$ cat config.mk
export PLATFORM = sky130hd
export DESIGN_NAME = wonce_coh_ctrl
export DESIGN_NICKNAME = d
export VERILOG_FILES = /design/src/rtl/wonce_pkg.sv /design/src/rtl/wonce_dir_dp.sv /design/src/rtl/wonce_ctl.sv /design/src/rtl/wonce_coh_ctrl.sv
export SDC_FILE = /design/constraint.sdc
export NUM_CORES = 1
export LEC_CHECK = 0
export ABC_AREA = 0
export BUFFER_PORTS_ARGS = -buffer_cell sky130_fd_sc_hd__clkbuf_2
export CAP_MARGIN = 20
export CORE_UTILIZATION = 56
export CTS_CLUSTER_DIAMETER = 30
export CTS_CLUSTER_SIZE = 16
export DETAILED_ROUTE_END_ITERATION = 6
export GPL_TIMING_DRIVEN = 0
export PLACE_DENSITY_LB_ADDON = 0.08
export SLEW_MARGIN = 25
export SYNTH_ARGS = -nofsm -noshare
export SYNTH_HDL_FRONTEND = slang
export SYNTH_SLANG_ARGS = --single-unit
$ cat constraint.sdc
create_clock -name clk -period 3.9 [get_ports clk]
set_input_delay 0.39 -clock clk [delete_from_list [all_inputs] [get_ports clk]]
set_output_delay 0.39 -clock clk [all_outputs]
set_load 0.005 [all_outputs]
$ cat src/rtl/wonce_pkg.sv
package wonce_pkg;

  typedef enum logic [1:0] {
    LS_INV = 2'd0,
    LS_SHR = 2'd1,
    LS_EXC = 2'd2,
    LS_MOD = 2'd3
  } lineSt_t;

  typedef enum logic [1:0] {
    PK_SNPRD  = 2'd0,
    PK_SNPINV = 2'd1,
    PK_FILL   = 2'd2
  } pendKind_t;

  typedef enum logic {
    CS_IDLE   = 1'b0,
    CS_WBWAIT = 1'b1
  } ctlSt_t;

  // directory update strobes from control to datapath
  typedef struct packed {
    logic    stWe;
    logic    tagWe;
    lineSt_t st;
  } dirUpd_t;

endpackage

$ cat src/rtl/wonce_dir_dp.sv
module wonce_dir_dp
  import wonce_pkg::*;
#(
  parameter int TAG_W = 8,
  parameter int IDX_W = 4
) (
  input  logic                   clk,
  input  logic                   rstN,
  input  logic [TAG_W+IDX_W-1:0] cpuAddr,
  input  logic [TAG_W+IDX_W-1:0] snpAddr,
  input  dirUpd_t                upd,
  input  logic [IDX_W-1:0]       updIdx,
  input  logic [TAG_W-1:0]       updTag,
  output logic                   cpuHit,
  output lineSt_t                cpuSt,
  output logic [TAG_W-1:0]       cpuOldTag,
  output logic                   snpHitRaw,
  output lineSt_t                snpSt
);

  localparam int ENTRIES = 1 << IDX_W;

  lineSt_t          stMem  [ENTRIES];
  logic [TAG_W-1:0] tagMem [ENTRIES];

  logic [IDX_W-1:0] cpuIdx, snpIdx;
  logic [TAG_W-1:0] cpuTag, snpTag;

  assign cpuIdx = cpuAddr[IDX_W-1:0];
  assign cpuTag = cpuAddr[TAG_W+IDX_W-1:IDX_W];
  assign snpIdx = snpAddr[IDX_W-1:0];
  assign snpTag = snpAddr[TAG_W+IDX_W-1:IDX_W];

  always_ff @(posedge clk) begin
    if (!rstN) begin
      for (int i = 0; i < ENTRIES; i++) stMem[i] <= LS_INV;
    end else if (upd.stWe) begin
      stMem[updIdx] <= upd.st;
    end
  end

  always_ff @(posedge clk) begin
    if (upd.tagWe) tagMem[updIdx] <= updTag;
  end

  always_comb begin
    cpuSt     = stMem[cpuIdx];
    cpuOldTag = tagMem[cpuIdx];
    cpuHit    = (cpuSt != LS_INV) && (cpuOldTag == cpuTag);
    snpSt     = stMem[snpIdx];
    snpHitRaw = (snpSt != LS_INV) && (tagMem[snpIdx] == snpTag);
  end

endmodule

$ cat src/rtl/wonce_ctl.sv
module wonce_ctl
  import wonce_pkg::*;
#(
  parameter int TAG_W = 8,
  parameter int IDX_W = 4
) (
  input  logic                   clk,
  input  logic                   rstN,
  input  logic                   cpuFill,
  input  logic                   cpuWrite,
  input  logic [TAG_W+IDX_W-1:0] cpuAddr,
  input  logic                   snpValid,
  input  logic                   snpInval,
  input  logic [TAG_W+IDX_W-1:0] snpAddr,
  input  logic                   wbAck,
  input  logic                   cpuHit,
  input  lineSt_t                cpuSt,
  input  logic [TAG_W-1:0]       cpuOldTag,
  input  logic                   snpHitRaw,
  input  lineSt_t                snpSt,
  output dirUpd_t                upd,
  output logic [IDX_W-1:0]       updIdx,
  output logic [TAG_W-1:0]       updTag,
  output logic                   l1WbSel,
  output logic                   l2WbSel,
  output logic                   memWrite,
  output logic                   invReq,
  output logic                   snpHit,
  output logic                   snpHitMod,
  output logic                   wbReq,
  output logic [TAG_W+IDX_W-1:0] wbAddr,
  output logic                   cpuStall
);

  localparam int ADDR_W = TAG_W + IDX_W;

  ctlSt_t           ctlState;
  pendKind_t        pendKind;
  logic [IDX_W-1:0] pendIdx;
  logic [TAG_W-1:0] pendTag;
  logic [ADDR_W-1:0] wbAddrQ;

  logic             capWait;
  pendKind_t        capKind;
  logic [ADDR_W-1:0] capWbAddr;

  logic [IDX_W-1:0] cpuIdx, snpIdx;
  logic [TAG_W-1:0] cpuTag;

  assign cpuIdx = cpuAddr[IDX_W-1:0];
  assign cpuTag = cpuAddr[ADDR_W-1:IDX_W];
  assign snpIdx = snpAddr[IDX_W-1:0];

  always_comb begin
    upd       = '0;
    updIdx    = cpuIdx;
    updTag    = cpuTag;
    l1WbSel   = 1'b0;
    l2WbSel   = 1'b0;
    memWrite  = 1'b0;
    invReq    = 1'b0;
    snpHit    = 1'b0;
    snpHitMod = 1'b0;
    wbReq     = 1'b0;
    cpuStall  = 1'b0;
    capWait   = 1'b0;
    capKind   = PK_SNPRD;
    capWbAddr = snpAddr;

    if (ctlState == CS_WBWAIT) begin
      wbReq    = 1'b1;
      cpuStall = 1'b1;
      if (wbAck) begin
        upd.stWe = 1'b1;
        updIdx   = pendIdx;
        updTag   = pendTag;
        unique case (pendKind)
          PK_SNPRD:  upd.st = LS_SHR;
          PK_SNPINV: upd.st = LS_INV;
          default: begin
            upd.st    = LS_SHR;
            upd.tagWe = 1'b1;
          end
        endcase
      end
    end else if (snpValid) begin
      cpuStall  = 1'b1;
      snpHit    = snpHitRaw;
      snpHitMod = snpHitRaw && (snpSt == LS_MOD);
      updIdx    = snpIdx;
      if (snpHitRaw) begin
        if (snpSt == LS_MOD) begin
          capWait   = 1'b1;
          capKind   = snpInval ? PK_SNPINV : PK_SNPRD;
          capWbAddr = snpAddr;
        end else if (snpInval) begin
          upd.stWe = 1'b1;
          upd.st   = LS_INV;
        end else if (snpSt == LS_EXC) begin
          upd.stWe = 1'b1;
          upd.st   = LS_SHR;
        end
      end
    end else if (cpuFill) begin
      if (!cpuHit) begin
        if (cpuSt == LS_MOD) begin
          capWait   = 1'b1;
          capKind   = PK_FILL;
          capWbAddr = {cpuOldTag, cpuIdx};
        end else begin
          upd.stWe  = 1'b1;
          upd.tagWe = 1'b1;
          upd.st    = LS_SHR;
        end
      end
    end else if (cpuWrite) begin
      if (cpuHit) begin
        l2WbSel  = 1'b1;
        upd.stWe = 1'b1;
        if (cpuSt == LS_SHR) begin
          memWrite = 1'b1;
          invReq   = 1'b1;
          upd.st   = LS_EXC;
        end else begin
          upd.st   = LS_MOD;
        end
      end else begin
        memWrite = 1'b1;
      end
    end
  end

  always_ff @(posedge clk) begin
    if (!rstN) begin
      ctlState <= CS_IDLE;
      pendKind <= PK_SNPRD;
      pendIdx  <= '0;
      pendTag  <= '0;
      wbAddrQ  <= '0;
    end else if (ctlState == CS_WBWAIT) begin
      if (wbAck) ctlState <= CS_IDLE;
    end else if (capWait) begin
      ctlState <= CS_WBWAIT;
      pendKind <= capKind;
      pendIdx  <= capWbAddr[IDX_W-1:0];
      pendTag  <= (capKind == PK_FILL) ? cpuTag : capWbAddr[ADDR_W-1:IDX_W];
      wbAddrQ  <= capWbAddr;
    end
  end

  assign wbAddr = wbAddrQ;

  // request and address held until acknowledged
  a_r8_wb_hold: assert property (@(posedge clk) disable iff (!rstN)
    (wbReq && !wbAck) |=> (wbReq && $stable(wbAddr)));

  // acknowledge releases the request
  a_r8_wb_release: assert property (@(posedge clk) disable iff (!rstN)
    (wbReq && wbAck) |=> !wbReq);

  // quiet outputs while waiting
  a_r11_quiet_wait: assert property (@(posedge clk) disable iff (!rstN)
    wbReq |-> (cpuStall && !snpHit && !l2WbSel && !memWrite && !invReq));

  // modified hit is a hit
  a_r6_mod_is_hit: assert property (@(posedge clk) disable iff (!rstN)
    snpHitMod |-> snpHit);

  // invalidate only with a write going through to memory
  a_r3_inv_with_write: assert property (@(posedge clk) disable iff (!rstN)
    invReq |-> (cpuWrite && memWrite && l2WbSel));

  // inquire wins over the processor
  a_r10_snoop_first: assert property (@(posedge clk) disable iff (!rstN)
    snpValid |-> (cpuStall && !memWrite && !l2WbSel && !invReq));

  // fills are written through at both levels
  a_r2_fill_wt: assert property (@(posedge clk) disable iff (!rstN)
    (cpuFill && !cpuStall) |-> (!l1WbSel && !l2WbSel && !memWrite));

endmodule

$ cat src/rtl/wonce_coh_ctrl.sv
module wonce_coh_ctrl
  import wonce_pkg::*;
#(
  parameter int TAG_W = 8,
  parameter int IDX_W = 4
) (
  input  logic                   clk,
  input  logic                   rstN,
  input  logic                   cpuFill,
  input  logic                   cpuWrite,
  input  logic [TAG_W+IDX_W-1:0] cpuAddr,
  input  logic                   snpValid,
  input  logic                   snpInval,
  input  logic [TAG_W+IDX_W-1:0] snpAddr,
  input  logic                   wbAck,
  output logic                   l1WbSel,
  output logic                   l2WbSel,
  output logic                   memWrite,
  output logic                   invReq,
  output logic                   snpHit,
  output logic                   snpHitMod,
  output logic                   wbReq,
  output logic [TAG_W+IDX_W-1:0] wbAddr,
  output logic                   cpuStall
);

  dirUpd_t          upd;
  logic [IDX_W-1:0] updIdx;
  logic [TAG_W-1:0] updTag;
  logic             cpuHit, snpHitRaw;
  lineSt_t          cpuSt, snpSt;
  logic [TAG_W-1:0] cpuOldTag;

  wonce_dir_dp #(.TAG_W(TAG_W), .IDX_W(IDX_W)) u_dp (
    .clk(clk), .rstN(rstN),
    .cpuAddr(cpuAddr), .snpAddr(snpAddr),
    .upd(upd), .updIdx(updIdx), .updTag(updTag),
    .cpuHit(cpuHit), .cpuSt(cpuSt), .cpuOldTag(cpuOldTag),
    .snpHitRaw(snpHitRaw), .snpSt(snpSt)
  );

  wonce_ctl #(.TAG_W(TAG_W), .IDX_W(IDX_W)) u_ctl (
    .clk(clk), .rstN(rstN),
    .cpuFill(cpuFill), .cpuWrite(cpuWrite), .cpuAddr(cpuAddr),
    .snpValid(snpValid), .snpInval(snpInval), .snpAddr(snpAddr),
    .wbAck(wbAck),
    .cpuHit(cpuHit), .cpuSt(cpuSt), .cpuOldTag(cpuOldTag),
    .snpHitRaw(snpHitRaw), .snpSt(snpSt),
    .upd(upd), .updIdx(updIdx), .updTag(updTag),
    .l1WbSel(l1WbSel), .l2WbSel(l2WbSel), .memWrite(memWrite),
    .invReq(invReq), .snpHit(snpHit), .snpHitMod(snpHitMod),
    .wbReq(wbReq), .wbAddr(wbAddr), .cpuStall(cpuStall)
  );

endmodule

==> results of run 1 <==
-- sequential cells by signal, indices dropped and copies added (netlist names) --
register / cells
u_dp.stMem: 32
u_ctl.pendTag: 8
u_ctl.ctlState: 1
u_dp.tagMem: 128
u_ctl.wbAddr: 9
u_ctl.pendIdx: 3
u_ctl.pendKind: 2
-- worst max-delay path by stage --
stage | to | start | depth (start not counted)
6_report | snpHitMod | snpAddr[1] | 11
5_1_grt | snpHitMod | snpAddr[1] | 10
4_1_cts | snpHitMod | snpAddr[1] | 10
3_5_place_dp | u_dp.tagMem[13][6] | cpuAddr[1] | 14
3_3_place_gp | u_dp.tagMem[13][6] | cpuAddr[1] | 12
2_1_floorplan | u_dp.tagMem[13][0] | cpuAddr[0] | 12
-- repair_timing --
item	4_1_cts	5_1_grt
pin swaps	1	3
gates resized for setup	14	17
hold buffers	0	0
setup buffers	0	1
setup endpoints to repair	178	131
-- final cells by class --
class / instances / area [um2]
clock buffers: 18 / 429.2
plain buffers: 59 / 362.8
flip-flops and latches: 183 / 5265
fillers: 1273 / 5640
well taps: 220 / 275.3
clock inverters: 14 / 130.1
inverters: 6 / 22.52
repair buffers: 62 / 387.9
multi-input cells: 459 / 4305
-- worst max-delay path, cell delays in order --
cell	delay, ns
clkbuf_2	0.13
buf_2	0.23
nor2_1	0.35
clkbuf_2	0.38
a22oi_1	0.15
a21o_1	0.18
a221oi_1	0.40
o22ai_1	0.29
nor4_4	0.58
clkbuf_4	0.33
clkbuf_2	0.13
-- synth_stat cells, types with 15 or more instances --
master	count
nor2_1	31
mux2i_1	81
a21oi_1	15
a211oi_1	19
nand2_1	44
o31ai_1	28
dfxtp_1	23
mux4_2	58
nor3_1	23
nand2b_1	19
clkbuf_1	16
a22oi_1	22
buf_2	21
edfxtp_1	160
-- layer usage --
metal,part of all wire (%),routed length [um],up-vias
met1,38,11370,3563
met4,3.9,1150,0
met3,11,3317,88
li1,-,-,3012
met2,47,13780,510
met5,0,0,-
-- stage by stage --
step | worst slack, ns | power [uW] | TNS, ns | hold WS [ns] | util (%)
final | -0.03771 | 4393 | -0.03771 | 0.3075 | 66.46
after global routing | -0.09071 | 4515 | -0.09071 | 0.3151 | 66.46
after CTS | 0.009000 | 4375 | 0 | 0.2881 | 66.02
after detailed placement | -1.099 | 2759 | -157.69 | 0.4909 | 62.46
after global placement | -1.730 | 2736 | -240.85 | 0.4797 | 61.00
after floorplan | 0.2045 | 2569 | 0 | 0.4717 | -
-- power breakdown --
group	internal, uW	total (uW)	switching (uW)
clock	844	1650	802
combinational	211	568	357
sequential	2160	2180	17.3
total	3220	4390	1180
-- cell families after synthesis --
family	Yosys count	synth area share [%]
AO/OA/AOI/OAI	141	11.01
AND/OR/NAND/NOR	165	8.491
buffers and inverters	65	3.535
other	1	0.03839
flip-flops	183	53.89
multiplexers	142	22.13
XOR/XNOR	10	0.8965
-- placed cells by master (no fill, tap or decap), types with 8 or more instances in the layout --
cell / instances
a211oi_1: 18
buf_2: 15
mux4_2: 58
mux2i_1: 79
clkbuf_2: 48
buf_4: 21
o31ai_1: 28
edfxtp_1: 160
dfxtp_1: 23
clkbuf_1: 13
nor3_2: 12
nand3_1: 9
o21a_1: 8
nand2b_1: 19
a22oi_1: 21
or3_1: 8
a21oi_1: 15
nor2_1: 31
clkbuf_16: 17
nor2b_1: 9
buf_6: 17
nand2_1: 44
==> summary.md, run 1 <==
| Metric | Value |
|---|---|
| Outcome | `complete, but fails checks` |
| Failing checks | `negative setup slack` |
| Async S/R FF share, synth | `0%` |
| DP HPWL | `between 20 and 25 mm` |
| WP data required | `3.51 ns` |
| Crit share post-route | `101.0%` |
| FMAX | `254.0 MHz` |
| CTS tree | `yes` |
| Leak | `0.004037 uW` |
| Unique masters post-synth | `56` |
| # H-tree levels | `4` |
| Sequential area share after synthesis | `roughly 54%` |
| Die H | `~130 um` |
| Initial antenna violation count | `0` |
| Kind of critical path | `in2out` |
| Min Tclk post-route | `3.938 ns` |
| Final wirelength | `roughly 30 mm` |
| Max Slew Vio Count | `0` |
| Worst-margin pin slew | `approximately 1.1 ns` |
| Root Buffer | `clkbuf_16` |
| Post-synth EDFFs | `160` |
| Gr ovfl total | `0` |
| I/O pins | `between 50 and 60` |
| PortBufs | `43` |
| Post-DP Area | `~11000 um2` |
| Final non-filler cell total | `between 1000 and 1500` |
| Worst r2r src | `u_dp.tagMem[9][1]` |
| Hold Crit Depth | `3` |
| Syn nets | `~740` |
| Worst min path class | `in2reg` |
| Worst Slack Setup Final | `-0.03771 ns` |
| CTS Sinks | `183` |
| Gpl congestion | `about 0.90` |
| Total GRT Usage | `between 30% and 40%` |
| Min-delay src | `snpAddr[6]` |
| Post-synth top area share | `around half` |
| #FFs+latches synth | `between 150 and 200` |
| Unrepaired setup endpoints after global routing | `yes` |
| WL/cell | `roughly 29 um` |
| Worst skew pair latency | `~0.43 ns` |
| Area leader, netlist | `edfxtp_1` |
| Layout area overhead | `14.42%` |
| Global-route wire length before repair | `43.52 mm` |
| IR drop worst, VDD | `between 0.0003 and 0.0004 V` |
| Arrival time at the worst endpoint | `around 3.6 ns` |
| Layout Nets | `819` |
| Synth Warn # | `0` |
| PD cells | `around 390 nW/um2` |
| Endpoints failing hold | `0` |
| R2r setup slk | `0.18 ns` |
| Slew headroom | `between 20% and 30%` |
| Most area-consuming cells after synthesis | `edfxtp_1 49%, mux4_2 13%, mux2i_1 8.3%` |
| Post-route cell area | `about 11000 um2` |
| CP max FO | `10` |
| Via-per-instance ratio | `~7.0` |
| Worst min-delay path endpoint | `u_ctl.wbAddr[6]` |
| CP startpoint kind | `input port` |
| Via count | `a little over 7000` |
| Layout cell share with drive strength beyond 1 | `between 20 and 30%` |
| Die width | `between 100 and 150 um` |
| Grt met3 use | `~6.4%` |
| Cell area after synthesis | `9769 um2` |
| Total CTS buffers | `17` |
| Worst R2R End | `u_dp.tagMem[12][5]` |
| Setup Skew | `about 0.011 ns` |
| Worst reg2reg path depth | `12` |
| Met1 Use GR | `a little under 50%` |
| Max Cap Viol | `0` |
| Initial Util | `~58%` |
| FP Rows | `47` |
| CTS max path bufs | `2` |
| DRC | `0` |
| Clock-pin slew on the worst setup and hold paths | `~0.080 ns` |
| Placed insts | `988` |
| CP Capture Type | `output pin` |
| Most Crowded Layer GR | `met2` |
| Iter 0 DRT Violations | `roughly 820` |
| Vias in the first global route | `6799` |
| First drt pass iteration count | `5` |
| Setup violators final | `1` |
| ANT cells | `0` |
| Cells after synthesis | `707` |
| Post-route antenna net violation count | `0` |
| Core area | `around 17000 um2` |
| Synth Flop Type | `edfxtp_1` |
| Die area | `~18000 um2` |
| Largest net degree at the start of global routing | `19` |
| Post-Syn Area per Cell | `13.82 um2` |
| GR Util met2 | `a little over half` |
Power figures use the tool's default switching activity.
==> inputs of run 2 (changes only) <==
--- a/config.mk
+++ b/config.mk
@@ -17,4 +17,5 @@
 export SLEW_MARGIN = 25
 export SYNTH_ARGS = -nofsm -noshare
 export SYNTH_HDL_FRONTEND = slang
+export SYNTH_HIERARCHICAL = 1
 export SYNTH_SLANG_ARGS = --single-unit
==> run 2 against run 1 <==
The flow finishes with violations (design-rule violations, negative setup slack). Global-route usage rose by 0.21 points. Sequential share of layout area fell by 3.9 points. Flip-flop and latch count did not move. Register-to-register slack got worse by 0.18 ns. Largest cell class unchanged.
==> summary.md, run 2 <==
| Metric | Value |
|---|---|
| DRC | `43` |
| Post-synth EDFFs | `160` |
| #FFs+latches synth | `between 150 and 200` |
| Critical-path cell list | `clkbuf_8 -> bufbuf_16 -> mux4_1 -> a22oi_2 -> nand3_2 -> or2_2 -> o2111ai_2 -> nor4_4 -> buf_4 -> or4b_4 -> o21ai_4 -> buf_12 -> nand2_4 -> nor3_4 -> buf_12` |
| Initial Util | `between 50% and 60%` |
| Via-per-instance ratio | `approximately 7` |
| Max Cap Viol | `0` |
| Gpl congestion | `around 0.94` |
| Min Tclk post-route | `between 3 and 4 ns` |
| Initial antenna violation count | `0` |
| Total GRT Usage | `between 30 and 40%` |
| Endpoints failing hold | `0` |
| Die H | `~140 um` |
| CP Buf/Inv Count | `5` |
| Synth Warn # | `6` |
| FMAX | `255.9 MHz` |
| Xor/xnor share of the synthesized area | `around 1.7%` |
| DP HPWL | `20.73 mm` |
| Crit share post-route | `100.2%` |
| WP data required | `slightly above 4 ns` |
| Synth Area in Simple Gates | `9.679%` |
| Post-Syn Area per Cell | `roughly 14 um2` |
| Vias in the first global route | `7193` |
| Worst Slack Setup Final | `-0.007633 ns` |
| I/O pins | `51` |
| CTS Sinks | `around 180` |
| Largest net degree at the start of global routing | `20` |
| Die area | `18410 um2` |
| Layout Nets | `between 800 and 900` |
| Global-route wire length before repair | `44.86 mm` |
| CP top delay family | `simple AND/OR/NAND/NOR gates` |
| Async S/R FF share, synth | `0%` |
| PD cells | `slightly below 400 nW/um2` |
| Setup violators final | `10` |
| CTS max path bufs | `2` |
| Root Buffer | `clkbuf_16` |
| Core area | `roughly 17000 um2` |
| Arrival time at the worst endpoint | `4.06 ns` |
| Post-route antenna net violation count | `0` |
| Post-synthesis mux area share | `between 20 and 25%` |
| Final wirelength | `30.66 mm` |
| Cell with the most instances after synthesis | `edfxtp_1` |
| Setup_tns | `-0.03594 ns` |
| Most area-consuming cells after synthesis | `edfxtp_1 48%, mux4_2 15%, mux2i_1 5.7%` |
| Failing checks | `design-rule violations, negative setup slack` |
| Post-synth top area share | `about half` |
| Biggest register | `u_dp/tagMem` |
| Commonest non-fill, non-tap cell in the layout | `edfxtp_1` |
| Post-synthesis adder-cell area fraction | `0%` |
| Via count | `approximately 7600` |
| Slowest CP cell | `or4b_4` |
| CP dominant cell by count | `buf_12` |
| PortBufs | `between 40 and 50` |
| Unrepaired setup endpoints after global routing | `yes` |
| Iter 0 DRT Violations | `960` |
| Cells after synthesis | `~700` |
| Max Slew Vio Count | `0` |
| Sequential area share after synthesis | `approximately 53%` |
| FP Rows | `48` |
| First drt pass iteration count | `7` |
| CP startpoint kind | `input port` |
| CTS Hold Bufs | `0` |
| CTS tree | `yes` |
| CP max FO | `7` |
| Placed insts | `994` |
| WL/cell | `~29 um` |
| Cell area after synthesis | `approximately 10000 um2` |
| Worst-margin pin slew | `approximately 1.0 ns` |
| Worst min path class | `in2reg` |
| # H-tree levels | `4` |
| Synth Area in Compound Gates | `approximately 7.4%` |
| Largest family of logic cells by synthesized area | `multiplexers` |
| Slew headroom | `32.81%` |
| Leak | `0.004253 uW` |
| Crit path largest cell delay | `a little under 0.6 ns` |
| Total CTS buffers | `17` |
| Clock-pin slew on the worst setup and hold paths | `around 0.07 ns` |
| Layout cell share with drive strength beyond 1 | `a little under two fifths` |
| Post-synth top cells | `160 x edfxtp_1, 66 x mux4_2, 57 x mux2i_1, 57 x nor2_1, 48 x nand2_1` |
| Setup Skew | `approximately 0.0090 ns` |
| Unique masters post-synth | `just under 60` |
| Worst skew pair latency | `roughly 0.44 ns` |
| Post-layout util | `between 70% and 80%` |
| Total power | `between 4000 and 5000 uW` |
| Outcome | `complete, but fails checks` |
| Die width | `135.7 um` |
| Area leader, netlist | `edfxtp_1` |
| IR drop worst, VDD | `around 0.00032 V` |
| Layout area overhead | `21.91%` |
| Final non-filler cell total | `about 1100` |
| ANT cells | `0` |
| Most frequent cells in the layout | `160 x edfxtp_1, 67 x mux4_2, 49 x mux2i_1` |
| Kind of critical path | `in2reg` |
| Syn nets | `~750` |
| Synth Flop Type | `edfxtp_1` |
| Max reg flops | `roughly 130` |
| Gr ovfl total | `0` |
| CP Capture Type | `flop` |
==> run 2: repair_timing <==
action                     in CTS  in global routing
setup endpoints to repair     199                112
resized for setup              88                 25
pin swaps                      32                 13
cloned                          2                  0
buffers inserted               35                 10
hold endpoints to repair        0                  0
==> run 2: worst paths after layout <==
| check | startpoint | to | slack (ns) | cells after the start |
|---|---|---|---|---|
| worst max register to register | u_dp/stMem[5][0] | u_dp/tagMem[8][6] | 0 | 13 |
| worst min-delay path | rstN | u_ctl/ctlState | 0.23 | 2 |
| worst max-delay path | cpuAddr[0] | u_dp/tagMem[8][6] | -0.008 | 15 |
| worst min register to register | u_ctl/pendKind[0] | u_ctl/pendKind[0] | 0.50 | 2 |
==> run 2: logic make-up (layout without fill, tap and decap cells) <==
kind of cell,count (synthesis),in the layout
DFF,183,183
buffers and inverters,72,198
other,1,1
xor gates and xnor gates,19,19
AOI/OAI and AO/OA,102,102
and+or+nand+nor,198,198
muxes,145,145
==> run 2: routing by layer <==
metal / vias up / track usage (%) / wire [um] / share of wire, %
met1: 3749 / 46.77 / 11580 / 38
met2: 607 / 55.24 / 14580 / 48
li1: 3110 / - / - / -
met4: 0 / 14.23 / 1384 / 4.5
met5: - / 0 / 0 / 0
met3: 111 / 6.697 / 3116 / 10
==> run 2: power by group <==
part / internal, uW / switching [uW]
clock: 987 / 834
sequential: 2160 / 17.2
combinational: 280 / 413
==> run 2: area by class of cell <==
class                      instances  area [um2]
sequential                       183        5265
inverter                          13       48.80
multi-input combinational        465        4765
tap                              225       281.5
buffer                            57       420.4
fill                            1148        5159
timing repair buffer              96       785.8
clock inverter                    15       206.4
clock buffer                      17       425.4
==> run 2: metrics by stage <==
stage | setup WS, ns | hold WS (ns) | cell area, um2
floorplan | -0.2252 | 0.4526 | 10030
global placement | -2.238 | 0.4660 | 10550
detailed placement | -1.683 | 0.4799 | 10590
CTS | 0.002448 | 0.2068 | 12050
global route | -0.05522 | 0.2277 | 12200
finish | -0.007633 | 0.2310 | 12200
